$ cat src/rtl/seqmul_pkg.sv
package seqmul_pkg;

  localparam int HALF_W = 8;
  localparam int OP_W   = 2 * HALF_W;
  localparam int RES_W  = 2 * OP_W;
  localparam int LAT_W  = 3;

  typedef enum logic [2:0] {
    PH_LL   = 3'd0,
    PH_HH   = 3'd1,
    PH_LH   = 3'd2,
    PH_HL   = 3'd3,
    PH_FIXB = 3'd4,
    PH_FIXA = 3'd5
  } phase_e;

  // Cycles from acceptance to done, per mode.
  function automatic logic [LAT_W-1:0] op_latency(input logic sgn, input logic byt);
    if (byt) return sgn ? LAT_W'(3) : LAT_W'(1);
    return sgn ? LAT_W'(6) : LAT_W'(4);
  endfunction

  function automatic logic is_last(input phase_e ph, input logic sgn, input logic byt);
    if (sgn)  return ph == PH_FIXA;
    if (byt)  return ph == PH_LL;
    return ph == PH_HL;
  endfunction

  function automatic phase_e next_phase(input phase_e ph, input logic byt);
    case (ph)
      PH_LL:   return byt ? PH_FIXB : PH_HH;
      PH_HH:   return PH_LH;
      PH_LH:   return PH_HL;
      PH_HL:   return PH_FIXB;
      PH_FIXB: return PH_FIXA;
      default: return PH_LL;
    endcase
  endfunction

  // Subtract v from bits [31:16] when en is set.
  function automatic logic [RES_W-1:0] sub_upper(input logic [RES_W-1:0] acc,
                                                 input logic en,
                                                 input logic [OP_W-1:0] v);
    if (!en) return acc;
    return {acc[RES_W-1:OP_W] - v, acc[OP_W-1:0]};
  endfunction

  // Subtract v from bits [15:8] when en is set (byte mode).
  function automatic logic [RES_W-1:0] sub_byte1(input logic [RES_W-1:0] acc,
                                                 input logic en,
                                                 input logic [HALF_W-1:0] v);
    if (!en) return acc;
    return {acc[RES_W-1:OP_W], acc[OP_W-1:HALF_W] - v, acc[HALF_W-1:0]};
  endfunction

  function automatic logic [RES_W-1:0] acc_step(input phase_e ph,
                                                input logic [RES_W-1:0] acc,
                                                input logic [OP_W-1:0] prod,
                                                input logic [OP_W-1:0] a,
                                                input logic [OP_W-1:0] b,
                                                input logic byt);
    case (ph)
      PH_LL:   return {{OP_W{1'b0}}, prod};
      PH_HH:   return acc + {prod, {OP_W{1'b0}}};
      PH_LH,
      PH_HL:   return acc + {{HALF_W{1'b0}}, prod, {HALF_W{1'b0}}};
      PH_FIXB: return byt ? sub_byte1(acc, b[HALF_W-1], a[HALF_W-1:0])
                          : sub_upper(acc, b[OP_W-1], a);
      PH_FIXA: return byt ? sub_byte1(acc, a[HALF_W-1], b[HALF_W-1:0])
                          : sub_upper(acc, a[OP_W-1], b);
      default: return acc;
    endcase
  endfunction

endpackage

$ cat src/rtl/seqmul_byte_core.sv
module seqmul_byte_core #(
  parameter int W = 8
) (
  input  logic [W-1:0]   x,
  input  logic [W-1:0]   y,
  output logic [2*W-1:0] p
);
  always_comb p = {{W{1'b0}}, x} * {{W{1'b0}}, y};
endmodule

$ cat src/rtl/seqmul_ctrl.sv
module seqmul_ctrl
  import seqmul_pkg::*;
(
  input  logic   clk,
  input  logic   rst_n,
  input  logic   start,
  input  logic   sgn_in,
  input  logic   byte_in,
  output logic   busy,
  output logic   done,
  output phase_e phase,
  output logic   sgn_q,
  output logic   byte_q,
  output logic   accept,
  output logic   finish
);

  always_comb begin
    accept = start & ~busy;
    finish = busy & is_last(phase, sgn_q, byte_q);
  end

  always_ff @(posedge clk) begin
    if (!rst_n) begin
      busy   <= 1'b0;
      done   <= 1'b0;
      phase  <= PH_LL;
      sgn_q  <= 1'b0;
      byte_q <= 1'b0;
    end else begin
      done <= finish;
      if (accept) begin
        busy   <= 1'b1;
        phase  <= PH_LL;
        sgn_q  <= sgn_in;
        byte_q <= byte_in;
      end else if (busy) begin
        if (finish) busy <= 1'b0;
        else        phase <= next_phase(phase, byte_q);
      end
    end
  end

  // Cycle counter kept for the latency assertion.
  logic [LAT_W-1:0] lat_cnt;
  always_ff @(posedge clk) begin
    if (!rst_n)      lat_cnt <= '0;
    else if (accept) lat_cnt <= LAT_W'(1);
    else if (busy)   lat_cnt <= lat_cnt + LAT_W'(1);
  end

  assert_busy_after_accept_R1: assert property (@(posedge clk) disable iff (!rst_n)
    accept |=> busy);

  // the finishing step lands on the mode's fixed cycle count
  assert_fixed_latency_R4: assert property (@(posedge clk) disable iff (!rst_n)
    finish |-> (lat_cnt == op_latency(sgn_q, byte_q)));

  assert_fix_only_signed_R4: assert property (@(posedge clk) disable iff (!rst_n)
    (busy && (phase == PH_FIXB || phase == PH_FIXA)) |-> sgn_q);

  assert_done_idle_R7: assert property (@(posedge clk) disable iff (!rst_n)
    done |-> !busy);

  assert_done_follows_finish_R7: assert property (@(posedge clk) disable iff (!rst_n)
    finish |=> done);

endmodule

$ cat src/rtl/seqmul_dp.sv
module seqmul_dp
  import seqmul_pkg::*;
(
  input  logic               clk,
  input  logic               rst_n,
  input  logic               accept,
  input  logic               busy,
  input  logic               finish,
  input  phase_e             phase,
  input  logic               byte_q,
  input  logic [OP_W-1:0]    op_a_in,
  input  logic [OP_W-1:0]    op_b_in,
  output logic [RES_W-1:0]   result
);

  logic [OP_W-1:0]   a_q, b_q;
  logic [RES_W-1:0]  acc, acc_nx;
  logic [HALF_W-1:0] core_x, core_y;
  logic [OP_W-1:0]   core_p;

  always_comb begin
    case (phase)
      PH_HH:   begin core_x = a_q[OP_W-1:HALF_W]; core_y = b_q[OP_W-1:HALF_W]; end
      PH_LH:   begin core_x = a_q[HALF_W-1:0];    core_y = b_q[OP_W-1:HALF_W]; end
      PH_HL:   begin core_x = a_q[OP_W-1:HALF_W]; core_y = b_q[HALF_W-1:0];    end
      default: begin core_x = a_q[HALF_W-1:0];    core_y = b_q[HALF_W-1:0];    end
    endcase
  end

  seqmul_byte_core #(.W(HALF_W)) u_core (
    .x (core_x),
    .y (core_y),
    .p (core_p)
  );

  always_comb acc_nx = acc_step(phase, acc, core_p, a_q, b_q, byte_q);

  always_ff @(posedge clk) begin
    if (!rst_n) begin
      a_q    <= '0;
      b_q    <= '0;
      acc    <= '0;
      result <= '0;
    end else begin
      if (accept) begin
        a_q <= op_a_in;
        b_q <= op_b_in;
      end
      if (busy) acc <= acc_nx;
      if (finish)
        result <= byte_q ? {{OP_W{1'b0}}, acc_nx[OP_W-1:0]} : acc_nx;
    end
  end

  assert_operands_frozen_R2: assert property (@(posedge clk) disable iff (!rst_n)
    (busy && !finish) |=> ($stable(a_q) && $stable(b_q)));

  assert_result_hold_R8: assert property (@(posedge clk) disable iff (!rst_n)
    !finish |=> $stable(result));

  assert_byte_upper_zero_R5: assert property (@(posedge clk) disable iff (!rst_n)
    (finish && byte_q) |=> (result[RES_W-1:OP_W] == '0));

endmodule

$ cat src/rtl/seqmul16.sv
module seqmul16
  import seqmul_pkg::*;
(
  input  logic               clk,
  input  logic               rst_n,
  input  logic               start,
  input  logic               signed_mode,
  input  logic               byte_mode,
  input  logic [OP_W-1:0]    op_a,
  input  logic [OP_W-1:0]    op_b,
  output logic               busy,
  output logic               done,
  output logic [RES_W-1:0]   result
);

  phase_e phase;
  logic   sgn_q, byte_q, accept, finish;

  seqmul_ctrl u_ctrl (
    .clk     (clk),
    .rst_n   (rst_n),
    .start   (start),
    .sgn_in  (signed_mode),
    .byte_in (byte_mode),
    .busy    (busy),
    .done    (done),
    .phase   (phase),
    .sgn_q   (sgn_q),
    .byte_q  (byte_q),
    .accept  (accept),
    .finish  (finish)
  );

  seqmul_dp u_dp (
    .clk     (clk),
    .rst_n   (rst_n),
    .accept  (accept),
    .busy    (busy),
    .finish  (finish),
    .phase   (phase),
    .byte_q  (byte_q),
    .op_a_in (op_a),
    .op_b_in (op_b),
    .result  (result)
  );

  assert_busy_done_exclusive_R7: assert property (@(posedge clk) disable iff (!rst_n)
    !(busy && done));

  assert_start_ignored_busy_R2: assert property (@(posedge clk) disable iff (!rst_n)
    (busy && start) |=> $stable(sgn_q) && $stable(byte_q));

endmodule

$ cat config.mk
export PLATFORM = sky130hd
export DESIGN_NAME = seqmul16
export DESIGN_NICKNAME = d
export VERILOG_FILES = /design/src/rtl/seqmul_pkg.sv /design/src/rtl/seqmul_byte_core.sv /design/src/rtl/seqmul_ctrl.sv /design/src/rtl/seqmul_dp.sv /design/src/rtl/seqmul16.sv
export SDC_FILE = /design/constraint.sdc
export NUM_CORES = 1
export LEC_CHECK = 0
export CAP_MARGIN = 25
export CORE_MARGIN = 3
export CORE_UTILIZATION = 30
export CTS_CLUSTER_SIZE = 8
export DETAILED_ROUTE_END_ITERATION = 6
export PLACE_DENSITY = 0.46
export SYNTH_ARGS = -nofsm -noshare
export SYNTH_HDL_FRONTEND = slang
export SYNTH_HIERARCHICAL = 1
export SYNTH_SLANG_ARGS = --single-unit
$ cat constraint.sdc
create_clock -name clk -period 8 [get_ports clk]
set_input_delay 1.6 -clock clk [delete_from_list [all_inputs] [get_ports clk]]
set_output_delay 1.6 -clock clk [all_outputs]
set_load 0.02 [all_outputs]
Word level (Yosys, flattened, before mapping)
Cells that the tools add are included.
{"block": "word_totals", "regBits": 103, "input_bits": 37, "out_inout_bits": 34, "word_cells": 66}
{"block": "classes", "addsub": 6, "multipliers": 1, "n_eq_ne": 5, "muxes": 34, "bitwise": 5, "n_reduce_logical": 6}
{"op": "2-to-1 mux 32 bit", "count": 11}
{"op": "one-hot mux 32 bit (5 select lines)", "count": 1}
{"op": "adder 32 x 24 -> 32 bit", "count": 1}
{"op": "adder 32 bit", "count": 1}
{"op": "subtractor 16 bit", "count": 2}
{"op": "2-to-1 mux 1 bit", "count": 18}
{"op": "multiplier 8 x 8 -> 16 bit", "count": 1}
{"op": "2-to-1 mux 8 bit", "count": 2}
{"op": "subtractor 8 bit", "count": 2}
{"op": "one-hot mux 3 bit (5 select lines)", "count": 1}
{"op": "OR reduction 2 bit", "count": 4}
{"op": "equality test 3 x 2 -> 1 bit (second input constant)", "count": 2}
{"op": "equality test 3 bit (second input constant)", "count": 2}
{"op": "equality test 3 x 1 -> 1 bit (second input constant)", "count": 1}
{"op": "zero test 3 bit", "count": 1}
{"op": "2-to-1 mux 3 bit", "count": 1}
{"op": "inverter 1 bit", "count": 3}
{"op": "bitwise AND 1 bit", "count": 2}
{"op": "AND reduction 2 bit", "count": 1}

Logic depth before layout (Yosys ltp)
Gate-level depths: netlist of run 1.
{"block": "logic_depth", "word_depth": 9, "mapped_depth": 33}

Modules after synthesis
Netlist of run 1, hierarchy kept.
{"mod": "seqmul_dp", "n_inst": 1, "cells_each": 1090, "area_each_um2": 8466.9}
{"mod": "seqmul_byte_core", "n_inst": 1, "cells_each": 243, "area_each_um2": 2122.0}
{"mod": "seqmul_ctrl", "n_inst": 1, "cells_each": 47, "area_each_um2": 394.1}

Worst setup path before layout of run 1
Ideal clock, no wire load.
{"block": "synth_timing", "kind": "register -> register", "startpoint": "reg u_ctrl.phase[2]", "endpoint": "reg u_dp.result[31]", "setup_time_ns": 0.127, "arrival_ns": 7.445, "t_required_ns": 7.873, "path_slack_ns": 0.428, "stages_incl_launch_ff": 32, "cell_sequence": "dfxtp_1 -> clkbuf_8 -> clkbuf_1 -> clkbuf_1 -> a21oi_1 -> clkbuf_1 -> o21ai_0 -> nand2_1 -> fa_1 -> fa_1 -> inv_1 -> fa_1 -> inv_1 -> fa_1 -> inv_1 -> ha_1 -> a21o_1 -> a21oi_2 -> nand2_1 -> a31oi_1 -> xnor2_1 -> ha_1 -> clkbuf_1 -> a21oi_1 -> a21oi_1 -> a211oi_4 -> o21ai_2 -> a21oi_2 -> xnor2_1 -> a221o_1 -> o41ai_2 -> o31ai_1"}
{"block": "synth_via", "elab_chain_len": 7}
{"element": "start: declaration", "line": "seqmul_ctrl.sv:11", "source": "output phase_e phase,"}
{"element": "start signal: assignment", "line": "seqmul_ctrl.sv:39", "source": "else phase <= next_phase(phase, byte_q);"}
{"element": "equality test 3 x 1 -> 1 bit / equality test 3 x 2 -> 1 bit (equally long branches)", "line": "seqmul_dp.sv:22", "source": "case (phase)"}
{"element": "OR reduction 2 bit (no source line) *"}
{"element": "2-to-1 mux 8 bit *", "line": "seqmul_dp.sv:22"}
{"element": "net u_dp.core_y[7]", "line": "seqmul_dp.sv:18", "source": "logic [HALF_W-1:0] core_x, core_y;"}
{"element": "multiplier 8 x 8 -> 16 bit *", "line": "seqmul_byte_core.sv:8", "source": "always_comb p = {{W{1'b0}}, x} * {{W{1'b0}}, y};"}
{"element": "net u_dp.core_p[11]", "line": "seqmul_dp.sv:19", "source": "logic [OP_W-1:0] core_p;"}
{"element": "adder 32 x 24 -> 32 bit / adder 32 bit (equally long branches)", "line": "seqmul_pkg.sv:66, seqmul_pkg.sv:64"}
{"element": "one-hot mux 32 bit (5 select lines) *", "line": "seqmul_pkg.sv:62", "source": "case (ph)"}
{"element": "2-to-1 mux 32 bit *", "line": "seqmul_dp.sv:51", "source": "result <= byte_q ? {{OP_W{1'b0}}, acc_nx[OP_W-1:0]} : acc_nx;"}
{"element": "end signal: assignment", "line": "seqmul_dp.sv:51"}
{"element": "end: declaration", "line": "seqmul_dp.sv:13", "source": "output logic [RES_W-1:0] result"}
The timed path passes the listed nets; every way through them passes the cells marked *. The select of a mux whose other input is x is not followed.
A chain may end at the register's enable or synchronous reset.

Worst setup path in the final report of run 1
{"block": "layout_timing", "startpoint": "reg u_ctrl.phase[0]", "endpoint": "reg u_dp.result[31]"}
The elaborated chain is that of the path after synthesis.

==> summary.md, run 1 <==
| Metric | Value |
|---|---|
| Initial Util | 0.307 |
| P_leak | 5.44 nW |
| Setup violators final | 0 |
| Fin nets | 1,645 |
| Worst slew pin tran | 1.01 ns |
| Worst-case reg-to-reg path depth | 27 |
| Number of flops mapped to enable cells by yosys | 0 |
| Rel. slew slack | 0.322 |
| DR WL/cell | 20.3 um |
| Ant. Diodes | 0 |
| Unrepaired setup endpoints after global routing | false |
| Final Power | 0.00188 W |
| Metal-1 WL | 16,900 um |
| GRT Residual Overflow | 0 |
| DRT Wirelength | 38,900 um |
| Clk_lat worst skew | 0.37 ns |
| Hold Path Class | reg2reg |
| Fin crit period | 7.63 ns |
| Number of max-cap violations | 0 |
| Syn. warnings | 6 |
| Seq/Total Area, Yosys | 0.188 |
| Clock Tree Buf Depth | 2 |
| Root Driver | clkbuf_16 |
| Clock Skews | 0.0136 ns |
| Max Clock Freq | 131 MHz |
| Fill cells | 3,832 |
| Die area | 0.0389 mm2 |
| Synth Flop Type | dfxtp_1 |
| Max Slew Vio Count | 0 |
| H-tree levels | 3 |
| Syn nets | 1,572 |
| DP HPWL | 31,400 um |
| WL met3 | 1610 um |
| Vias in the first global route | 10.1k |
| Pin count of the biggest net entering global routing | 51 |
| First DRT Iteration DRCs | 778 |
| Met2 WL post-DR | 19,500 um |
| First-pass GRT wire length | 59,600 um |
| Crit path launch | u_ctrl/phase[0] |
| Post-synthesis async set-or-reset flop share | 0 |
| DR pass1 iterations | 5 |
| Floorplan Core Area | 0.0358 mm2 |
| # clock sinks | 103 |
| Vias per cell | 5.38 |
| Worst r2r dst | u_dp/result[31] |
| CTS tree | built |
| Setup crit end | u_dp/result[31] |
| Reg clk slew, reported paths | 0.07 ns |
| Drt drc | 0 |
| R2R Setup Slk | 0.37 ns |
| Uppermost layer routed | met5 |
| Die height | 197 um |
| R2R Path Start | u_ctrl/phase[0] |
| Routed Antenna Nets | 0 |
| Initial antenna violation count | 2 |
| Routed via count | 10.3k |
| Avg Inst Size Synth | 7.96 um2 |
| Die width | 197 um |
| Area delta synth->final | 15.7% |
| Number of synthesized register bits | 103 |
| Place WS | 0.192 ns |
| Setup_tns | 0 ns |
| CTS Buf Count | 9 |
| Number of hold violations in the final report | 0 |
| IO Port Bufs | 70 |
| Synth cell types | 93 |
| Highest fanout seen on the critical path | 15 |
| GRT Resource Usage Total | 0.200 |
| Fraction of layout cells with a size suffix above 1 | 0.0713 |
| Post-Syn Area | 0.0110 mm2 |
| Worst Setup Start Kind | flop |
| WHS | 0.456 ns |
| CP Class | reg2reg |
| Power density of the placed cells | 148 mW/mm2 |
| Tcrit/Tclk final | 0.954 |
| Commonest non-fill, non-tap cell in the layout | nor2_1 |
| Post-CTS Setup Bufs | 0 |
| Most frequent cells in the layout | nor2_1 (124), nand2_1 (121), ha_1 (112) |
| Setup slack after layout | 0.370 ns |
| Synth Instances | 1,380 |
| RD Place Congestion | 0.943 |
| Status | complete, no violations |
| Io pins | 71 |
| Critical Path RT | 8.25 ns |
| Worst vdd ir | 0.102 mV |
| Row cnt | 69 |
| Critical Path Sink Type | flop |
| Worst EP arrival | 7.88 ns |
-- worst max-delay path, cell delays in order, from the launching register on --
cell      delay [ns]
dfxtp_1         0.39
or2b_2          0.37
a21oi_1         0.17
buf_4           0.21
o21ai_0         0.14
buf_4           0.19
and2_1          0.17
fa_1            0.51
fa_1            0.53
fa_1            0.57
inv_1           0.06
fa_1            0.52
inv_1           0.04
ha_1            0.38
and3_1          0.20
o211ai_2        0.09
nor3b_2         0.17
xnor2_1         0.68
ha_1            0.46
nand2_1         0.12
a21oi_1         0.07
a211oi_4        0.29
o21ai_2         0.10
a21oi_2         0.15
xnor2_1         0.07
a221o_1         0.38
o41ai_2         0.35
o31ai_1         0.12
-- metrics by stage --
step,utilization,std cells,area [um2]
floorplan,-,1380,11000
global placement,0.345,1903,12300
detailed placement,0.345,1903,12300
CTS,0.354,1919,12700
global route,0.355,1919,12700
finish,0.355,1919,12700
-- timing repair --
action / 4_1_cts / 5_1_grt
endpoints found under the setup margin: 0 / 13
gates resized for setup: 0 / 7
hold buffers: 0 / 0
-- synth_stat cells (26+ instances only) --
cell type,instances,area (um2)
nor3_1,30,150
nor2b_1,26,163
xnor2_1,37,324
inv_1,110,413
mux2i_1,49,490
o21ai_0,82,410
and2_1,55,344
fa_1,42,841
a21oi_1,85,425
clkbuf_1,34,128
dfxtp_1,103,2060
nand2_1,121,454
a211oi_1,28,210
ha_1,113,1410
nor2_1,124,465
-- final cells by class --
cell class | instances | area (um2) | area share
multi-input cells | 1120 | 8330 | 0.655
repair buffers | 108 | 986 | 0.0776
clock inverters | 6 | 101 | 0.00797
clock buffers | 10 | 239 | 0.0188
inverters | 111 | 417 | 0.0328
well taps | 461 | 577 | 0.0454
flip-flops and latches | 103 | 2060 | 0.162
-- worst min-delay path by stage --
| stage | from | end | depth (start not counted) |
|---|---|---|---|
| floorplan | u_dp/acc[0] | u_dp/acc[0] | 2 |
| global placement | u_dp/acc[7] | u_dp/acc[7] | 2 |
| detailed placement | u_dp/acc[3] | u_dp/acc[3] | 2 |
| CTS | u_dp/acc[3] | u_dp/acc[3] | 2 |
| global route | u_dp/acc[0] | u_dp/acc[0] | 2 |
| finish | u_dp/acc[3] | u_dp/acc[3] | 2 |
-- power by group --
group / internal [W] / total [W] / switching (W) / leakage, nW
clock network: 0.000288 / 0.000507 / 0.000219 / 0.162
logic: 0.000316 / 0.000781 / 0.000465 / 4.44
registers: 0.000541 / 0.000594 / 0.0000529 / 0.840
-- cells by family (layout without fill, tap and decap cells) --
group | count (synthesis) | after routing | synth area share
buf+inv | 157 | 235 | 0.0584
flops | 103 | 103 | 0.188
compound gates | 386 | 386 | 0.239
xor+xnor | 61 | 61 | 0.0486
fa+ha+maj | 155 | 155 | 0.205
mux | 58 | 58 | 0.0541
simple gates | 460 | 460 | 0.206
-- sequential cells by signal, indices dropped and copies added, names as in the netlist --
register and cells:
u_ctrl/phase 3, u_dp/result 32, u_ctrl/done 1, u_dp/acc 32, u_dp/a_q 16, u_ctrl/byte_q 1, u_dp/b_q 16, u_ctrl/sgn_q 1
u_ctrl/busy 1
-- metal layers --
layer	vias to the layer above	GRT usage
li1	5071	-
met1	4972	0.251
met2	218	0.355
met3	50	0.0271
met4	4	0.0599
met5	-	0
(Power assumes the default switching activity.)
==> run 2: changes to the inputs <==
==> constraint.sdc (replaced) <==
create_clock -name clk -period 8 [get_ports clk]
set_input_delay 2.4 -clock clk [delete_from_list [all_inputs] [get_ports clk]]
set_output_delay 2.4 -clock clk [all_outputs]
set_load 0.02 [all_outputs]
==> run 2 against run 1 <==
  * First-iteration DRC count down 2.6%
  * Worst hold slack worse by 0.00057 ns
  * Non-clock buffer count up 1
  * Final cell count up 0.16%
  * Flip-flop and latch count unchanged
  * Sequential share of layout area about the same
  * Clock-buffer cell count unchanged
  * Final area down 0.21%
  * Register-to-register slack worse by 0.11 ns
  * Die area unchanged
  * Critical endpoint unchanged
  * Largest power group unchanged
==> summary.md, run 2 (synthesis results as in run 1) <==
| Metric | Value |
|---|---|
| Sequential standard cell area | 0.00206 mm2 |
| Clock Tree Buf Depth | 2 |
| Root Driver | clkbuf_16 |
| Vias in the first global route | 10.1k |
| First-pass GRT wire length | 59,800 um |
| Worst-case reg-to-reg path depth | 27 |
| Io pins | 71 |
| DR WL/cell | 20.4 um |
| Number of hold violations in the final report | 0 |
| Fin crit period | 7.74 ns |
| # clock sinks | 103 |
| Most frequent cells in the layout | nor2_1 (124), nand2_1 (121), ha_1 (113) |
| Worst path most repeated cell | fa_1 |
| DP HPWL | 31,600 um |
| Status | complete, no violations |
| Unrepaired setup endpoints after global routing | false |
| Floorplan Core Area | 0.0358 mm2 |
| Buffers & Inverters on Critical Path | 4 |
| Number of max-cap violations | 0 |
| Max Clock Freq | 129 MHz |
| GRT Resource Usage Total | 0.201 |
| H-tree levels | 3 |
| Initial antenna violation count | 1 |
| CP Class | reg2reg |
| Tcrit/Tclk final | 0.967 |
| R2R Path Start | u_ctrl/phase[0] |
| Hold Path Class | reg2reg |
| First DRT Iteration DRCs | 758 |
| Crit path launch | u_ctrl/phase[0] |
| Power density of the placed cells | 144 mW/mm2 |
| Setup crit end | u_dp/result[31] |
| Clock Skews | 0.0156 ns |
| Setup_tns | 0 ns |
| Crit path max-delay family | adder cells |
| Worst Setup Start Kind | flop |
| Area delta synth->final | 15.5% |
| Highest fanout seen on the critical path | 15 |
| Critical path depth | 27 |
| Routed via count | 10.4k |
| Clk_lat worst skew | 0.37 ns |
| R2R Setup Slk | 0.26 ns |
| Worst r2r dst | u_dp/result[31] |
| P_leak | 5.43 nW |
| Fraction of layout cells with a size suffix above 1 | 0.0727 |
| Vias per cell | 5.40 |
| Setup slack after layout | 0.265 ns |
| Rel. slew slack | 0.382 |
| Slowest stage delay, CP | 0.72 ns |
| Setup violators final | 0 |
| DR pass1 iterations | 5 |
| CTS tree | built |
| Critical Path Sink Type | flop |
| Fill cells | 3,791 |
| Die height | 197 um |
| Inst Count DP | 1,903 |
| RD Place Congestion | 0.943 |
| Die area | 0.0389 mm2 |
| Row cnt | 69 |
| Max Slew Vio Count | 0 |
| Pin count of the biggest net entering global routing | 51 |
| Commonest non-fill, non-tap cell in the layout | nor2_1 |
| Post-layout util | 0.354 |
| Fin cells | 1,922 |
| DRT Wirelength | 39,200 um |
| Critical Path RT | 8.24 ns |
| Biggest regs | u_dp/acc x32, u_dp/result x32 |
| Drt drc | 0 |
| Worst EP arrival | 7.98 ns |
| Routed Antenna Nets | 0 |
| Area of the multi-input gates | 0.00833 mm2 |
| Worst vdd ir | 0.0960 mV |
| Place WS | 0.174 ns |
| CTS Buf Count | 9 |
| GRT Residual Overflow | 0 |
| Worst slew pin tran | 0.920 ns |
| Fin nets | 1,646 |
| Initial Util | 0.307 |
| WHS | 0.455 ns |
| Die width | 197 um |
| Reg clk slew, reported paths | 0.08 ns |
| IO Port Bufs | 70 |
| Critical-path top delay cell | xnor2_1 |
-- run 2: changes by cell type in the layout (fill, tap and decap cells not counted), sizes merged --
| cell | change |
|---|---|
| clkinv | +3 |
| bufinv | -2 |
| diode | +2 |
| clkbuf | +1 |
| inv | -1 |
-- run 2: worst min-delay path by stage --
| stage | startpoint | endpoint | slack (ns) | cells past startpoint |
|---|---|---|---|---|
| floorplan | u_dp/acc[0] | u_dp/acc[0] | 0.44 | 2 |
| global placement | u_dp/acc[7] | u_dp/acc[7] | 0.44 | 2 |
| detailed placement | u_dp/acc[3] | u_dp/acc[3] | 0.45 | 2 |
| CTS | u_dp/acc[3] | u_dp/acc[3] | 0.46 | 2 |
| global route | u_dp/result[26] | u_dp/result[26] | 0.48 | 2 |
| finish | u_dp/acc[3] | u_dp/acc[3] | 0.45 | 2 |
-- run 2: where the power goes --
part | switching (W) | total [W] | internal [W]
logic | 0.000468 | 0.000784 | 0.000316
registers | 0.0000537 | 0.000594 | 0.000541
clock network | 0.000221 | 0.000445 | 0.000224
-- run 2: through the flow --
stage	power, W	instance area, um2
2_1_floorplan	0.00112	11000
3_3_place_gp	0.00138	12300
3_5_place_dp	0.00138	12300
4_1_cts	0.00183	12600
5_1_grt	0.00194	12700
6_report	0.00182	12700
-- run 2: repair_timing --
item,CTS,global route
hold buffers,0,0
setup buffers,0,0
endpoints found under the setup margin,0,13
gates resized for setup,0,8
-- run 2: final cells by class --
class | instances | share of cell area
clock inverter | 6 | 0.00434
timing repair buffer | 109 | 0.0783
antenna | 2 | 0.000395
multi-input combinational | 1120 | 0.657
inverter | 111 | 0.0329
tap | 461 | 0.0455
clock buffer | 10 | 0.0188
sequential | 103 | 0.163
-- run 2: metal layers --
| layer | wire length [um] | track usage |
|---|---|---|
| met4 | 1090 | 0.0673 |
| met2 | 19500 | 0.353 |
| met1 | 16900 | 0.251 |
| met3 | 1700 | 0.0305 |
| met5 | 0 | 0 |
-- run 2: worst min-delay path: cells and delay by family (launching register included) --
family           cells  cell delay, ns
AND/OR/NAND/NOR      1            0.05
AO/OA/AOI/OAI        1            0.05
flip-flops           1            0.31
